$ cat config.mk
export PLATFORM = sky130hd
export DESIGN_NAME = tpg_timing
export DESIGN_NICKNAME = d
export VERILOG_FILES = /design/src/rtl/tpg_pkg.sv /design/src/rtl/tpg_timing.sv
export SDC_FILE = /design/constraint.sdc
export NUM_CORES = 1
export LEC_CHECK = 0
export ABC_CLOCK_PERIOD_IN_PS = 2500
export BUFFER_PORTS_ARGS = -buffer_cell sky130_fd_sc_hd__buf_2
export CORE_MARGIN = 8
export CORE_UTILIZATION = 50
export CTS_BUF_LIST = sky130_fd_sc_hd__clkbuf_2
export DETAILED_ROUTE_END_ITERATION = 16
export PLACE_DENSITY_LB_ADDON = 0.1
export SKIP_LAST_GASP = 1
export SLEW_MARGIN = 20
export SYNTH_ARGS = -nofsm -noshare
export SYNTH_HDL_FRONTEND = slang
export SYNTH_SLANG_ARGS = --single-unit
$ cat constraint.sdc
create_clock -name clk -period 2.5 [get_ports clk]
set_clock_uncertainty 0.2 [all_clocks]
set_input_delay 0.125 -clock clk [delete_from_list [all_inputs] [get_ports clk]]
set_output_delay 0.125 -clock clk [all_outputs]
set_load 0.02 [all_outputs]
$ cat src/rtl/tpg_pkg.sv
package tpg_pkg;
  typedef enum logic [1:0] {
    PAT_GRID_LIGHT = 2'd0,
    PAT_GRID_DARK  = 2'd1,
    PAT_WHITE      = 2'd2,
    PAT_BLACK      = 2'd3
  } pat_e;

  typedef enum logic [1:0] {
    RATE_FAST = 2'd0,
    RATE_MID  = 2'd1,
    RATE_SLOW = 2'd2,
    RATE_ALT  = 2'd3
  } rate_e;
endpackage

$ cat src/rtl/tpg_timing.sv
module tpg_timing #(
  parameter int P_FAST = 189,
  parameter int P_MID  = 252,
  parameter int P_SLOW = 378,
  parameter int L_FAST = 1058,
  parameter int L_MID  = 793,
  parameter int L_SLOW = 529,
  parameter int HW     = 9,
  parameter int VW     = 11
) (
  input  logic          clk,
  input  logic          rst,
  input  logic [1:0]    rate_sel,
  output logic [HW-1:0] h_cnt,
  output logic [VW-1:0] v_cnt,
  output logic [HW-1:0] line_len,
  output logic [HW-1:0] hs_len,
  output logic [VW-1:0] frame_len
);
  import tpg_pkg::*;

  localparam int HS_FAST = (P_FAST * 8) / 100;
  localparam int HS_MID  = (P_MID * 8) / 100;
  localparam int HS_SLOW = (P_SLOW * 8) / 100;

  rate_e rate_q;
  logic  line_end, frame_end;

  always_comb begin
    case (rate_q)
      RATE_FAST: begin
        line_len  = HW'(P_FAST);
        hs_len    = HW'(HS_FAST);
        frame_len = VW'(L_FAST);
      end
      RATE_MID: begin
        line_len  = HW'(P_MID);
        hs_len    = HW'(HS_MID);
        frame_len = VW'(L_MID);
      end
      default: begin
        line_len  = HW'(P_SLOW);
        hs_len    = HW'(HS_SLOW);
        frame_len = VW'(L_SLOW);
      end
    endcase
  end

  assign line_end  = (h_cnt == line_len - HW'(1));
  assign frame_end = line_end && (v_cnt == frame_len - VW'(1));

  always_ff @(posedge clk) begin
    if (rst) begin
      h_cnt  <= '0;
      v_cnt  <= '0;
      rate_q <= rate_e'(rate_sel);
    end else if (line_end) begin
      h_cnt <= '0;
      if (frame_end) begin
        v_cnt  <= '0;
        rate_q <= rate_e'(rate_sel);
      end else begin
        v_cnt <= v_cnt + VW'(1);
      end
    end else begin
      h_cnt <= h_cnt + HW'(1);
    end
  end

  // inside a line the column advances by exactly one per clock
  a_r2_column_step: assert property (@(posedge clk) disable iff (rst)
    (!$past(rst) && !$past(line_end)) |-> (h_cnt == $past(h_cnt) + HW'(1)));

  // the line counter changes only when a line wraps
  a_r3_line_hold: assert property (@(posedge clk) disable iff (rst)
    (!$past(rst) && !$past(line_end)) |-> $stable(v_cnt));

  // the active rate changes only at a frame start
  a_r4_rate_at_frame: assert property (@(posedge clk) disable iff (rst)
    (!$past(rst) && !(h_cnt == '0 && v_cnt == '0)) |-> $stable(rate_q));
endmodule

[Word-level counts from Yosys, hierarchy flattened]
Index checks and enable logic that the tools add are counted.
W data, S select, Z words.
Word-level totals
  word-level logic and storage cells: 23
  output and inout port bits: 49
  input port bits: 4
  flip-flop bits (word level): 22
Cells by class
  add/sub/neg operators: 4
  equal/unequal tests: 3
  muxes and demuxes: 7
  reduce and logical (&&, ||, !) cells: 6
Operators by type and width (number)
  $pmux W11 S2: 1
  $pmux W9 S2: 1
  $add A11 B1 Y11 const B: 1
  $eq A11 B11 Y1: 1
  $mux W11: 1
  $sub A11 B1 Y11 const B: 1
  $pmux W5 S2: 1
  $add A9 B1 Y9 const B: 1
  $eq A9 B9 Y1: 1
  $sub A9 B1 Y9 const B: 1
  $mux W2: 3
  $reduce_bool A2 Y1: 2
  $eq A2 B1 Y1 const B: 1
  $logic_not A2 Y1: 1
  $reduce_and A2 Y1: 1
  $reduce_or A2 Y1: 1
  $logic_and A1 B1 Y1: 1

[Logic depth before layout (Yosys ltp)]
Gate-level depths: netlist of run 1.
  depth in word-level cells: 8
  depth in mapped cells: 8
  gate-level depth less buffers: 6

[Least setup slack after synthesis of run 1]
OpenSTA, ideal clock, no wires.
  path kind: flip-flop to flip-flop
  start: register v_cnt[5]
  end: register rate_q[0] (enable)
  path slack: 0.240 ns
  library setup time: 0.327 ns
  path buffers: 2
  clock period less this slack: 2.260 ns
  required time: 1.973 ns
  data arrival time: 1.733 ns
  stages on the path, launching flop included: 7
  cells stage by stage: dfxtp_1 clkbuf_1 or4bb_1 o32ai_1 o2111ai_1 buf_2 o21ai_0
Between the ends
  word-level cells in the longest chain between the ends: 4
Ends and longest elaborated chain
  from (decl): line tpg_timing.sv:15  | output logic [VW-1:0] v_cnt,
  from (signal assigned): line tpg_timing.sv:63  | v_cnt <= v_cnt + VW'(1);
  $eq A11 B11 Y1: line tpg_timing.sv:50  | assign frame_end = line_end && (v_cnt == frame_len - VW'(1));
  $logic_and A1 B1 Y1: line tpg_timing.sv:50
  $reduce_bool A2 Y1 (no source line)
  $reduce_and A2 Y1 (no source line)
  to (signal assigned): line tpg_timing.sv:56  | rate_q <= rate_e'(rate_sel);
  to (signal assigned): line tpg_timing.sv:61  | rate_q <= rate_e'(rate_sel);
  to (decl): line tpg_timing.sv:26  | rate_e rate_q;
Every way passes these cells.
A chain may end at the register's enable or synchronous reset.

[Worst setup path after layout of run 1]
  start: register rate_q[1]
  end: register v_cnt[10]
Between the ends
  word-level cells in the longest chain between the ends: 6
  elaborated cells between the ends (all ways): 10
  classes of those cells: add/sub (2); eq/ne (3); mux (3); reduce/logical (2)
Ends and longest elaborated chain
  $eq A2 B1 Y1 or $logic_not A2 Y1 (tied branches): line tpg_timing.sv:30  | case (rate_q)
  $pmux W11 S2 or $pmux W9 S2 (tied branches): line tpg_timing.sv:30
  $sub A11 B1 Y11 or $sub A9 B1 Y9 (tied branches): line tpg_timing.sv:50, tpg_timing.sv:49
  $eq A11 B11 Y1 or $eq A9 B9 Y1 (tied branches): line tpg_timing.sv:50, tpg_timing.sv:49
  $logic_and A1 B1 Y1: line tpg_timing.sv:50
  $mux W11: line tpg_timing.sv:59  | if (frame_end) begin
Several ways; a longest one is shown, not always the timed one.

==> summary.md, run 1 <==
| Metric | Value |
|---|---|
| Actual slew at the worst max-slew pin | `roughly 0.64 ns` |
| Chip Height | `around 68 um` |
| Reg-to-Reg Start | `rate_q[1]` |
| Post-synth top flop | `dfxtp_1` |
| Reg2Reg Depth | `6` |
| Synth-to-Final Area Change | `15.1%` |
| Slew Limit Fails | `0` |
| Core area | `approximately 2700 um2` |
| Final setup viols | `0` |
| Final net count | `about 200` |
| Die Width | `67.9 um` |
| Post-synthesis sequential area ratio | `about a third` |
| Synthesized area | `1350 um2` |
| Worst Path Buf+Inv | `1` |
| Hold Path Class | `input pin to register` |
| Die area | `4610 um2` |
| Tmin final | `between 2 and 2.5 ns` |
| CP endpoint kind | `register` |
| Skew-Pair Late Insertion Delay | `0.35 ns` |
| Setup repair after global routing missed its margin | `false` |
| Post-route ant nets | `0` |
| DRT Pass-1 Iters | `4` |
| Pre-CTS setup slack | `~0.14 ns` |
| Hold Path Depth | `2` |
| Mean Syn Cell Area | `around 8.3 um2` |
| R2r setup slk | `0.15 ns` |
| Clock buffer count from CTS | `3` |
| Total negative slack | `0 ns` |
| Worst EP arrival | `~2.5 ns` |
| Vias in the first global route | `around 1,000` |
| Crit path max-delay family | `compound AO/OA/AOI/OAI gates` |
| Gr usage total | `a little over an eighth` |
| GPL Wtd Cong | `0.828` |
| Final cycle utilization of the critical path | `between 90% and 100%` |
| CP Max Fanout | `17` |
| Synth warn | `0` |
| Status | `complete, no violations` |
| CTS tree | `done` |
| Detailed-route wire length | `3140 um` |
| Slowest stage delay, CP | `about 0.55 ns` |
| Pwr dens | `about 520 nW/um2` |
| Hold Path Origin | `rate_sel[0]` |
| Port Buffers | `slightly above 40` |
| Synth async-reset ratio | `0%` |
| Std-Cell Rows | `19` |
| Final Cell Area | `1550 um2` |
| Starting Density | `between 50% and 60%` |
| Largest net degree at the start of global routing | `18` |
| Critical path's slowest cell | `or4b_1` |
| Maximum VDD drop | `around 0.00035 V` |
| Clk root buf | `clkbuf_2` |
| Distinct cells, synth | `43` |
| Placed inst area | `~1400 um2` |
| CP cell instances | `clkbuf_2, nand2b_1, a211o_1, a21o_1, or4b_1, a31oi_1` |
| H-tree levels | `1` |
| Pleak | `a little over 0.7 nW` |
| Vias | `approximately 1,200` |
| DRC | `0` |
| Slew HR | `between 50% and 60%` |
| GRT Residual Overflow | `0` |
| DR vias/cell | `roughly 5.2` |
| Critical Path Source Type | `register` |
| CTS max path bufs | `2` |
| Synth Instances | `about 160` |
| Reg-to-Reg End | `v_cnt[10]` |
| EDFF count, synth | `2` |
| Max cap viols | `0` |
| Share of layout cells above drive strength 1 | `between 20% and 30%` |
| Clock slew at reported path FFs | `about 0.24 ns` |
| Final worst slack | `0.148 ns` |
| First-pass GRT wire length | `around 4900 um` |
| I/O pins | `53` |
| Initial antenna violation count | `0` |
| Yosys reg bits | `22` |
| Routed WL per cell | `about 14 um` |
| F_max | `approximately 430 MHz` |
| Final HPWL DP | `2380 um` |
| Iter 0 DRT Violations | `46` |
| Worst hold slack | `between 0.2 and 0.3 ns` |
| Antenna fix cells | `0` |
| Final Power | `approximately 0.0008 W` |
| Setup CP Type | `register to register` |
| Final hold vios | `0` |
| Clock tree sinks | `22` |
| CP Launch Point | `rate_q[1]` |
| Required time worst endpoint | `about 2.6 ns` |
| Hold EP | `rate_q[0]` |
worst max-delay path by stage:
stage / to / slack [ns] / depth (start not counted)
2_1_floorplan: rate_q[0] / 0.24 / 6
3_3_place_gp: v_cnt[10] / 0.19 / 6
3_5_place_dp: v_cnt[10] / 0.14 / 6
4_1_cts: v_cnt[10] / 0.09 / 6
5_1_grt: v_cnt[8] / 0.01 / 6
6_report: v_cnt[10] / 0.15 / 6
final cells by class:
type                            instances  area [um2]
Fill cell                             261        1110
Multi-Input combinational cell        112         684
Sequential cell                        22         460
Timing Repair Buffer                   52         293
Tap cell                               31        38.8
Clock inverter                          1        30.0
Inverter                                7        27.5
Clock buffer                            3        15.0
cells in the mapped netlist (4+ instances only):
master	n	area share, %
a31oi_1	4	1.9
xor2_1	4	2.6
a21oi_1	4	1.5
and3_1	6	2.8
inv_1	6	1.7
buf_4	23	13
nor2_1	12	3.3
nand3_1	15	5.6
clkbuf_1	5	1.4
nand2_1	13	3.6
dfxtp_1	20	30
nand2b_1	4	1.9
xnor2_1	4	2.6
repair_timing:
action                                 in CTS  in global routing
resized for setup                           0                  0
endpoints found under the hold margin      13                  0
buffers inserted                            0                  5
hold buffers                                3                  0
setup endpoints to repair                   0                  3
routing by layer:
metal,vias to the layer above,share of wire [%],GRT usage [%]
met5,-,0,0
met4,0,0.80,4.60
met3,4,7.2,2.78
met2,28,49,22.7
met1,555,43,16.4
li1,604,-,-
cells in the final DEF, fill, tap and decap left out, types with 4 or more instances in the layout:
| master | n |
|---|---|
| a21oi_1 | 4 |
| a31oi_1 | 4 |
| and3_1 | 6 |
| buf_2 | 41 |
| buf_4 | 7 |
| clkbuf_2 | 4 |
| conb_1 | 11 |
| dfxtp_1 | 20 |
| inv_1 | 6 |
| nand2_1 | 13 |
| nand2b_1 | 4 |
| nand3_1 | 15 |
| nor2_1 | 12 |
| xnor2_1 | 4 |
| xor2_1 | 4 |
stage by stage:
stage,std cells,utilization (%)
floorplan,171,-
global placement,216,54.0
detailed placement,216,54.0
CTS,223,56.9
global route,228,58.2
finish,228,58.2
sequential cells by signal, indices dropped and copies added, names as in the netlist:
name and flops:
h_cnt 9, v_cnt 11, rate_q 2
where the power goes:
part | internal [W] | switching, W | total (W)
sequential | 0.000372 | 0.0000242 | 0.000396
combinational | 0.0000515 | 0.0000938 | 0.000145
clock | 0.000138 | 0.000121 | 0.000258
total | 0.000561 | 0.000239 | 0.000800
cell families after synthesis:
family | count (synthesis) | share of synthesized area (%)
AOI/OAI and AO/OA | 25 | 12.6
xor gates and xnor gates | 8 | 5.20
DFF | 22 | 34.2
other | 2 | 0.558
adders and majority gates | 2 | 1.86
buffers and inverters | 37 | 17.5
and+or+nand+nor | 66 | 28.1
Note: power is estimated with default switching activity, not from simulation.
==> run 2, diff against run 1 <==
ABC_CLOCK_PERIOD_IN_PS = 2700   (was 2500)
PLACE_DENSITY_LB_ADDON = 0.15   (was 0.1)
clock period = 2.7 ns   (was 2.5 ns; I/O delays follow)
==> summary.md, run 2 (synthesis gave the netlist of run 1 again) <==
| Metric | Value |
|---|---|
| Multi-input logic area | `684 um2 (unchanged)` |
| Comb pwr share | `20.6% (was 18.2%)` |
| Vias | `1,188 (was 1,191)` |
| Max reg flops | `11 (unchanged)` |
| Detailed-route wire length | `3130 um (was 3140 um)` |
| Switching portion of total power | `33.5% (was 29.8%)` |
| Iter 0 DRT Violations | `34 (was 46)` |
| CP endpoint kind | `register (unchanged)` |
| Core area | `2660 um2 (unchanged)` |
| Initial antenna violation count | `0 (unchanged)` |
| First-pass GRT wire length | `5110 um (was 4870 um)` |
| Clock tree sinks | `22 (unchanged)` |
| Clock buffer count from CTS | `3 (unchanged)` |
| F_max | `409 MHz (was 425 MHz)` |
| Clock slew at reported path FFs | `0.22 ns (was 0.24 ns)` |
| Max cap viols | `0 (unchanged)` |
| Most frequent cells in the layout | `41 x buf_2, 20 x dfxtp_1, 15 x nand3_1 (unchanged)` |
| H-tree levels | `1 (unchanged)` |
| Vias in the first global route | `1,100 (was 1,042)` |
| CTS max path bufs | `2 (unchanged)` |
| GPL Wtd Cong | `0.812 (was 0.828)` |
| DRC | `0 (unchanged)` |
| Internal Pwr Total | `0.000421 W (was 0.000561 W)` |
| Reg area | `460 um2 (unchanged)` |
| DR vias/cell | `5.33 (was 5.22)` |
| Status | `complete, no violations (unchanged)` |
| CTS tree | `done (unchanged)` |
| Total negative slack | `0 ns (unchanged)` |
| Post-route ant nets | `0 (unchanged)` |
| Hold Path Class | `input pin to register (unchanged)` |
| Port Buffers | `41 (unchanged)` |
| Hold Path Depth | `2 (unchanged)` |
| Hold Path Origin | `rate_sel[0] (unchanged)` |
| Fill cells | `271 (was 261)` |
| Final hold vios | `0 (unchanged)` |
| R2r setup slk | `0.26 ns (was 0.15 ns)` |
| Required time worst endpoint | `2.78 ns (was 2.61 ns)` |
| Pwr dens | `425 nW/um2 (was 516 nW/um2)` |
| Chip Height | `67.9 um (unchanged)` |
| Commonest non-fill, non-tap cell in the layout | `buf_2 (unchanged)` |
| Slew HR | `51.0% (was 56.2%)` |
| Starting Density | `50.6% (unchanged)` |
| Largest Register | `v_cnt (unchanged)` |
| Setup repair after global routing missed its margin | `false (unchanged)` |
| Maximum VDD drop | `0.000263 V (was 0.000351 V)` |
| Slew Limit Fails | `0 (unchanged)` |
| Seq pwr share | `57.9% (was 49.6%)` |
| Clk pwr share | `21.5% (was 32.3%)` |
| Antenna fix cells | `0 (unchanged)` |
| I/O pins | `53 (unchanged)` |
| Largest regs | `v_cnt x11, h_cnt x9, rate_q x2 (unchanged)` |
| Synth-to-Final Area Change | `10.5% (was 15.1%)` |
| Die Width | `67.9 um (unchanged)` |
| Reg-to-Reg Start | `rate_q[1] (unchanged)` |
| Final Power | `0.000633 W (was 0.000800 W)` |
| Skew-Pair Late Insertion Delay | `0.33 ns (was 0.35 ns)` |
| Tmin final | `2.44 ns (was 2.35 ns)` |
| Setup CP Type | `register to register (unchanged)` |
| CP Max Fanout | `17 (unchanged)` |
| Final net count | `199 (was 204)` |
| Final setup viols | `0 (unchanged)` |
| GRT Residual Overflow | `0 (unchanged)` |
| Share of layout cells above drive strength 1 | `26.0% (was 28.4%)` |
| DRT Pass-1 Iters | `4 (unchanged)` |
| Die area | `4610 um2 (unchanged)` |
| Std-Cell Rows | `19 (unchanged)` |
| Routed WL per cell | `14.0 um (was 13.8 um)` |
| Final HPWL DP | `2390 um (was 2380 um)` |
| NetSw | `0.000212 W (was 0.000239 W)` |
| Critical Path Source Type | `register (unchanged)` |
| Final worst slack | `0.256 ns (was 0.148 ns)` |
| Pre-CTS setup slack | `0.282 ns (was 0.136 ns)` |
| Reg2Reg Depth | `6 (unchanged)` |
| Pleak | `0.676 nW (was 0.712 nW)` |
| Gr usage total | `13.9% (was 13.4%)` |
| Actual slew at the worst max-slew pin | `0.717 ns (was 0.640 ns)` |
| Clk root buf | `clkbuf_2 (unchanged)` |
| Hold EP | `rate_q[0] (unchanged)` |
| Worst EP arrival | `2.53 ns (was 2.46 ns)` |
| Largest net degree at the start of global routing | `18 (unchanged)` |
| Reg-to-Reg End | `v_cnt[9] (was v_cnt[10])` |
| Final cycle utilization of the critical path | `90.5% (was 94.1%)` |
## run 2: changes by cell type in the layout (fill, tap and decap cells not counted), sizes merged
cell,change
clkbuf,-1
clkinv,+1
buf,-4
bufinv,-1
## run 2: worst max-delay path: stages (launching register included)
cell	delay (ns)
edfxtp_1	0.58
or2_4	0.33
clkinv_2	0.09
nand2_1	0.08
a21o_1	0.37
or4b_1	0.57
a31oi_1	0.17
## run 2: cell type report
cell class              instances  share of cell area [%]
multi-input cells             112                    46.0
flip-flops and latches         22                    31.0
repair buffers                 47                    17.3
well taps                      31                    2.61
inverters                       7                    1.85
clock buffers                   3                    1.01
clock inverters                 1                   0.252
## run 2: through the flow
step	area, um2	hold WS (ns)	cells	util, %
global placement	1440	0.124	216	54.0
global route	1490	0.284	223	55.9
finish	1490	0.307	223	55.9
detailed placement	1440	0.122	216	54.0
floorplan	1380	0.0339	171	-
CTS	1490	0.289	223	55.9
## run 2: power groups by stage
stage	Clock, W	Sequential (W)	Combinational [W]
CTS	0.000142	0.000366	0.000130
global placement	0	0.000373	0.000126
floorplan	0	0.000383	0.0000987
detailed placement	0	0.000373	0.000127
global route	0.000152	0.000371	0.000141
finish	0.000136	0.000366	0.000130
## run 2: worst max-delay path by stage
stage	from	end	slack, ns	cells after the start
floorplan	v_cnt[5]	rate_q[0]	0.44	6
global placement	rate_q[1]	v_cnt[9]	0.36	6
detailed placement	rate_q[1]	v_cnt[9]	0.28	6
CTS	rate_q[1]	v_cnt[9]	0.24	6
global route	rate_q[1]	rate_q[1]	0.12	4
finish	rate_q[1]	v_cnt[9]	0.26	6
## run 2: per-layer routing
layer | vias to the layer above | share of wire (%) | global-route usage [%]
met5 | - | 0 | 0
met4 | 0 | 0.26 | 4.60
met3 | 2 | 10 | 2.45
met2 | 49 | 42 | 21.9
met1 | 541 | 47 | 18.8
li1 | 596 | - | -
## run 2: repair_timing
| item | in CTS | in global routing |
|---|---|---|
| endpoints found under the hold margin | 12 | 0 |
| hold buffers | 3 | 0 |
| buffers inserted | 0 | 0 |
| gates resized for setup | 0 | 0 |
==> run 3, diff against run 2 <==
RECOVER_POWER = 25   (was unset)
==> summary.md, run 3 (synthesis gave the netlist of run 1 again) <==
| Metric | Value |
|---|---|
| Fill cells | `277 (was 271)` |
| Worst Setup EP | `v_cnt[9] (unchanged)` |
| Largest Register | `v_cnt (unchanged)` |
| Slew Limit Fails | `0 (unchanged)` |
| Internal Pwr Total | `0.000419 W (was 0.000421 W)` |
| Actual slew at the worst max-slew pin | `0.737 ns (was 0.717 ns)` |
| Vias | `1,195 (was 1,188)` |
| Core area | `2660 um2 (unchanged)` |
| Met1 wire length | `1460 um (was 1470 um)` |
| CP endpoint kind | `register (unchanged)` |
| Metal2 WL | `1350 um (was 1320 um)` |
| Final core utilization | `55.3% (was 55.9%)` |
| Vias in the first global route | `1,100 (unchanged)` |
| Setup repair after global routing missed its margin | `false (unchanged)` |
| CP cell instances | `or2_4, clkinv_2, nand2_1, a21o_1, or4b_1, a31oi_1 (unchanged)` |
| Maximum VDD drop | `0.000262 V (was 0.000263 V)` |
| Skew-Pair Late Insertion Delay | `0.33 ns (about the same)` |
| Synth-to-Final Area Change | `9.29% (was 10.5%)` |
| Setup CP Type | `register to register (unchanged)` |
| Die area | `4610 um2 (unchanged)` |
| Critical Path Source Type | `register (unchanged)` |
| Highest routed metal layer | `met4 (unchanged)` |
| Reg area | `460 um2 (unchanged)` |
| Std-Cell Rows | `19 (unchanged)` |
| Pwr dens | `429 nW/um2 (was 425 nW/um2)` |
| DR vias/cell | `5.36 (was 5.33)` |
| Max cap viols | `0 (unchanged)` |
| CP Launch Point | `rate_q[1] (unchanged)` |
| Reg2Reg Depth | `6 (unchanged)` |
| Slew HR | `49.6% (was 51.0%)` |
| CP Max Fanout | `17 (unchanged)` |
| Multi-input logic area | `684 um2 (unchanged)` |
| Clk pwr share | `21.6% (was 21.5%)` |
| I/O pins | `53 (unchanged)` |
| Met3 routed WL | `331 um (was 327 um)` |
| Comb pwr share | `20.4% (was 20.6%)` |
| CTS resizes | `0 (unchanged)` |
| R2r setup slk | `0.26 ns (about the same)` |
| DRC | `0 (unchanged)` |
| Hold_buf cts | `3 (unchanged)` |
| Critical path's slowest cell | `edfxtp_1 (unchanged)` |
| DRT Pass-1 Iters | `4 (unchanged)` |
| Reg-to-Reg Start | `rate_q[1] (unchanged)` |
| Share of layout cells above drive strength 1 | `19.3% (was 26.0%)` |
| CTS max path bufs | `2 (unchanged)` |
| Routed WL per cell | `14.1 um (was 14.0 um)` |
| Most frequent cells in the layout | `28 x buf_2, 20 x dfxtp_1, 15 x nand3_1 (was 41 x buf_2, 20 x dfxtp_1, 15 x nand3_1)` |
| Port Buffers | `41 (unchanged)` |
| F_max | `409 MHz (about the same)` |
| Tmin final | `2.44 ns (about the same)` |
| Starting Density | `50.6% (unchanged)` |
| Commonest non-fill, non-tap cell in the layout | `buf_2 (unchanged)` |
| CTS tree | `done (unchanged)` |
| Final setup viols | `0 (unchanged)` |
| Clk root buf | `clkbuf_2 (unchanged)` |
| Clock slew at reported path FFs | `0.22 ns (about the same)` |
| Max reg flops | `11 (unchanged)` |
| Initial antenna violation count | `0 (unchanged)` |
| Required time worst endpoint | `2.78 ns (about the same)` |
| Clock buffer count from CTS | `3 (unchanged)` |
| Largest regs | `v_cnt x11, h_cnt x9, rate_q x2 (unchanged)` |
| Switching portion of total power | `33.7% (was 33.5%)` |
| Total negative slack | `0 ns (unchanged)` |
| GRT Residual Overflow | `0 (unchanged)` |
| Postcts setup bufs | `0 (unchanged)` |
| GPL Wtd Cong | `0.812 (unchanged)` |
| Antenna fix cells | `0 (unchanged)` |
| Largest net degree at the start of global routing | `18 (unchanged)` |
| Hold Path Class | `input pin to register (unchanged)` |
| First-pass GRT wire length | `5110 um (unchanged)` |
| Seq pwr share | `58.0% (was 57.9%)` |
| Clock tree sinks | `22 (unchanged)` |
| Gr usage total | `13.9% (unchanged)` |
| Post-route ant nets | `0 (unchanged)` |
| Pleak | `0.621 nW (was 0.676 nW)` |
| Iter 0 DRT Violations | `32 (was 34)` |
| Worst EP arrival | `2.53 ns (about the same)` |
| NetSw | `0.000213 W (was 0.000212 W)` |
| Final cycle utilization of the critical path | `90.5% (about the same)` |
| Slowest stage delay, CP | `0.58 ns (about the same)` |
| Chip Height | `67.9 um (unchanged)` |
| Final HPWL DP | `2390 um (unchanged)` |
| Worst hold slack | `0.307 ns (about the same)` |
| Die Width | `67.9 um (unchanged)` |
| H-tree levels | `1 (unchanged)` |
| Status | `complete, no violations (unchanged)` |
| Detailed-route wire length | `3150 um (was 3130 um)` |
| Final net count | `199 (unchanged)` |
| Final hold vios | `0 (unchanged)` |
| Reg-to-Reg End | `v_cnt[9] (unchanged)` |
-- run 3: changes by cell type in the layout (fill, tap and decap cells not counted) --
cell      before  now
clkbuf_1       0   13
buf_2         41   28
-- run 3: critical path, delay by kind of cell (launching register included) --
kind,cells,cell delay [ns]
AO/OA/AOI/OAI,2,0.54
buffers and inverters,1,0.09
AND/OR/NAND/NOR,3,0.98
flip-flops,1,0.58
-- run 3: how the worst min path moves through the flow --
stage / depth (start not counted) / slack (ns) / from / to
2_1_floorplan: 0 / 0.03 / rate_sel[0] / rate_q[0]
3_3_place_gp: 1 / 0.12 / rate_sel[0] / rate_q[0]
3_5_place_dp: 1 / 0.12 / rate_sel[0] / rate_q[0]
4_1_cts: 2 / 0.29 / rate_sel[0] / rate_q[0]
5_1_grt: 2 / 0.28 / rate_sel[0] / rate_q[0]
6_report: 2 / 0.31 / rate_sel[1] / rate_q[1]
-- run 3: stage by stage --
step | cell area [um2] | total power, W | worst slack [ns] | instances
after global routing | 1470 | 0.000663 | 0.125 | 223
after CTS | 1490 | 0.000639 | 0.241 | 223
after detailed placement | 1440 | 0.000500 | 0.282 | 216
after global placement | 1440 | 0.000499 | 0.363 | 216
final | 1470 | 0.000632 | 0.256 | 223
after floorplan | 1380 | 0.000482 | 0.440 | 171
-- run 3: area by class of cell --
| class | instances | share of cell area [%] |
|---|---|---|
| Inverter | 7 | 1.87 |
| Clock buffer | 3 | 1.02 |
| Multi-Input combinational cell | 112 | 46.5 |
| Tap cell | 31 | 2.64 |
| Clock inverter | 1 | 0.255 |
| Sequential cell | 22 | 31.3 |
| Timing Repair Buffer | 47 | 16.4 |
-- run 3: routing by layer --
metal	track usage, %	up-vias
met5	0	-
met4	4.60	0
met3	2.45	2
met2	21.9	55
met1	18.8	542
li1	-	596
-- run 3: power by group through the flow --
stage          Sequential, W  Combinational (W)  Clock, W
6_report            0.000367           0.000129  0.000137
2_1_floorplan       0.000383          0.0000987         0
3_3_place_gp        0.000373           0.000126         0
4_1_cts             0.000366           0.000130  0.000142
5_1_grt             0.000371           0.000140  0.000152
3_5_place_dp        0.000373           0.000127         0
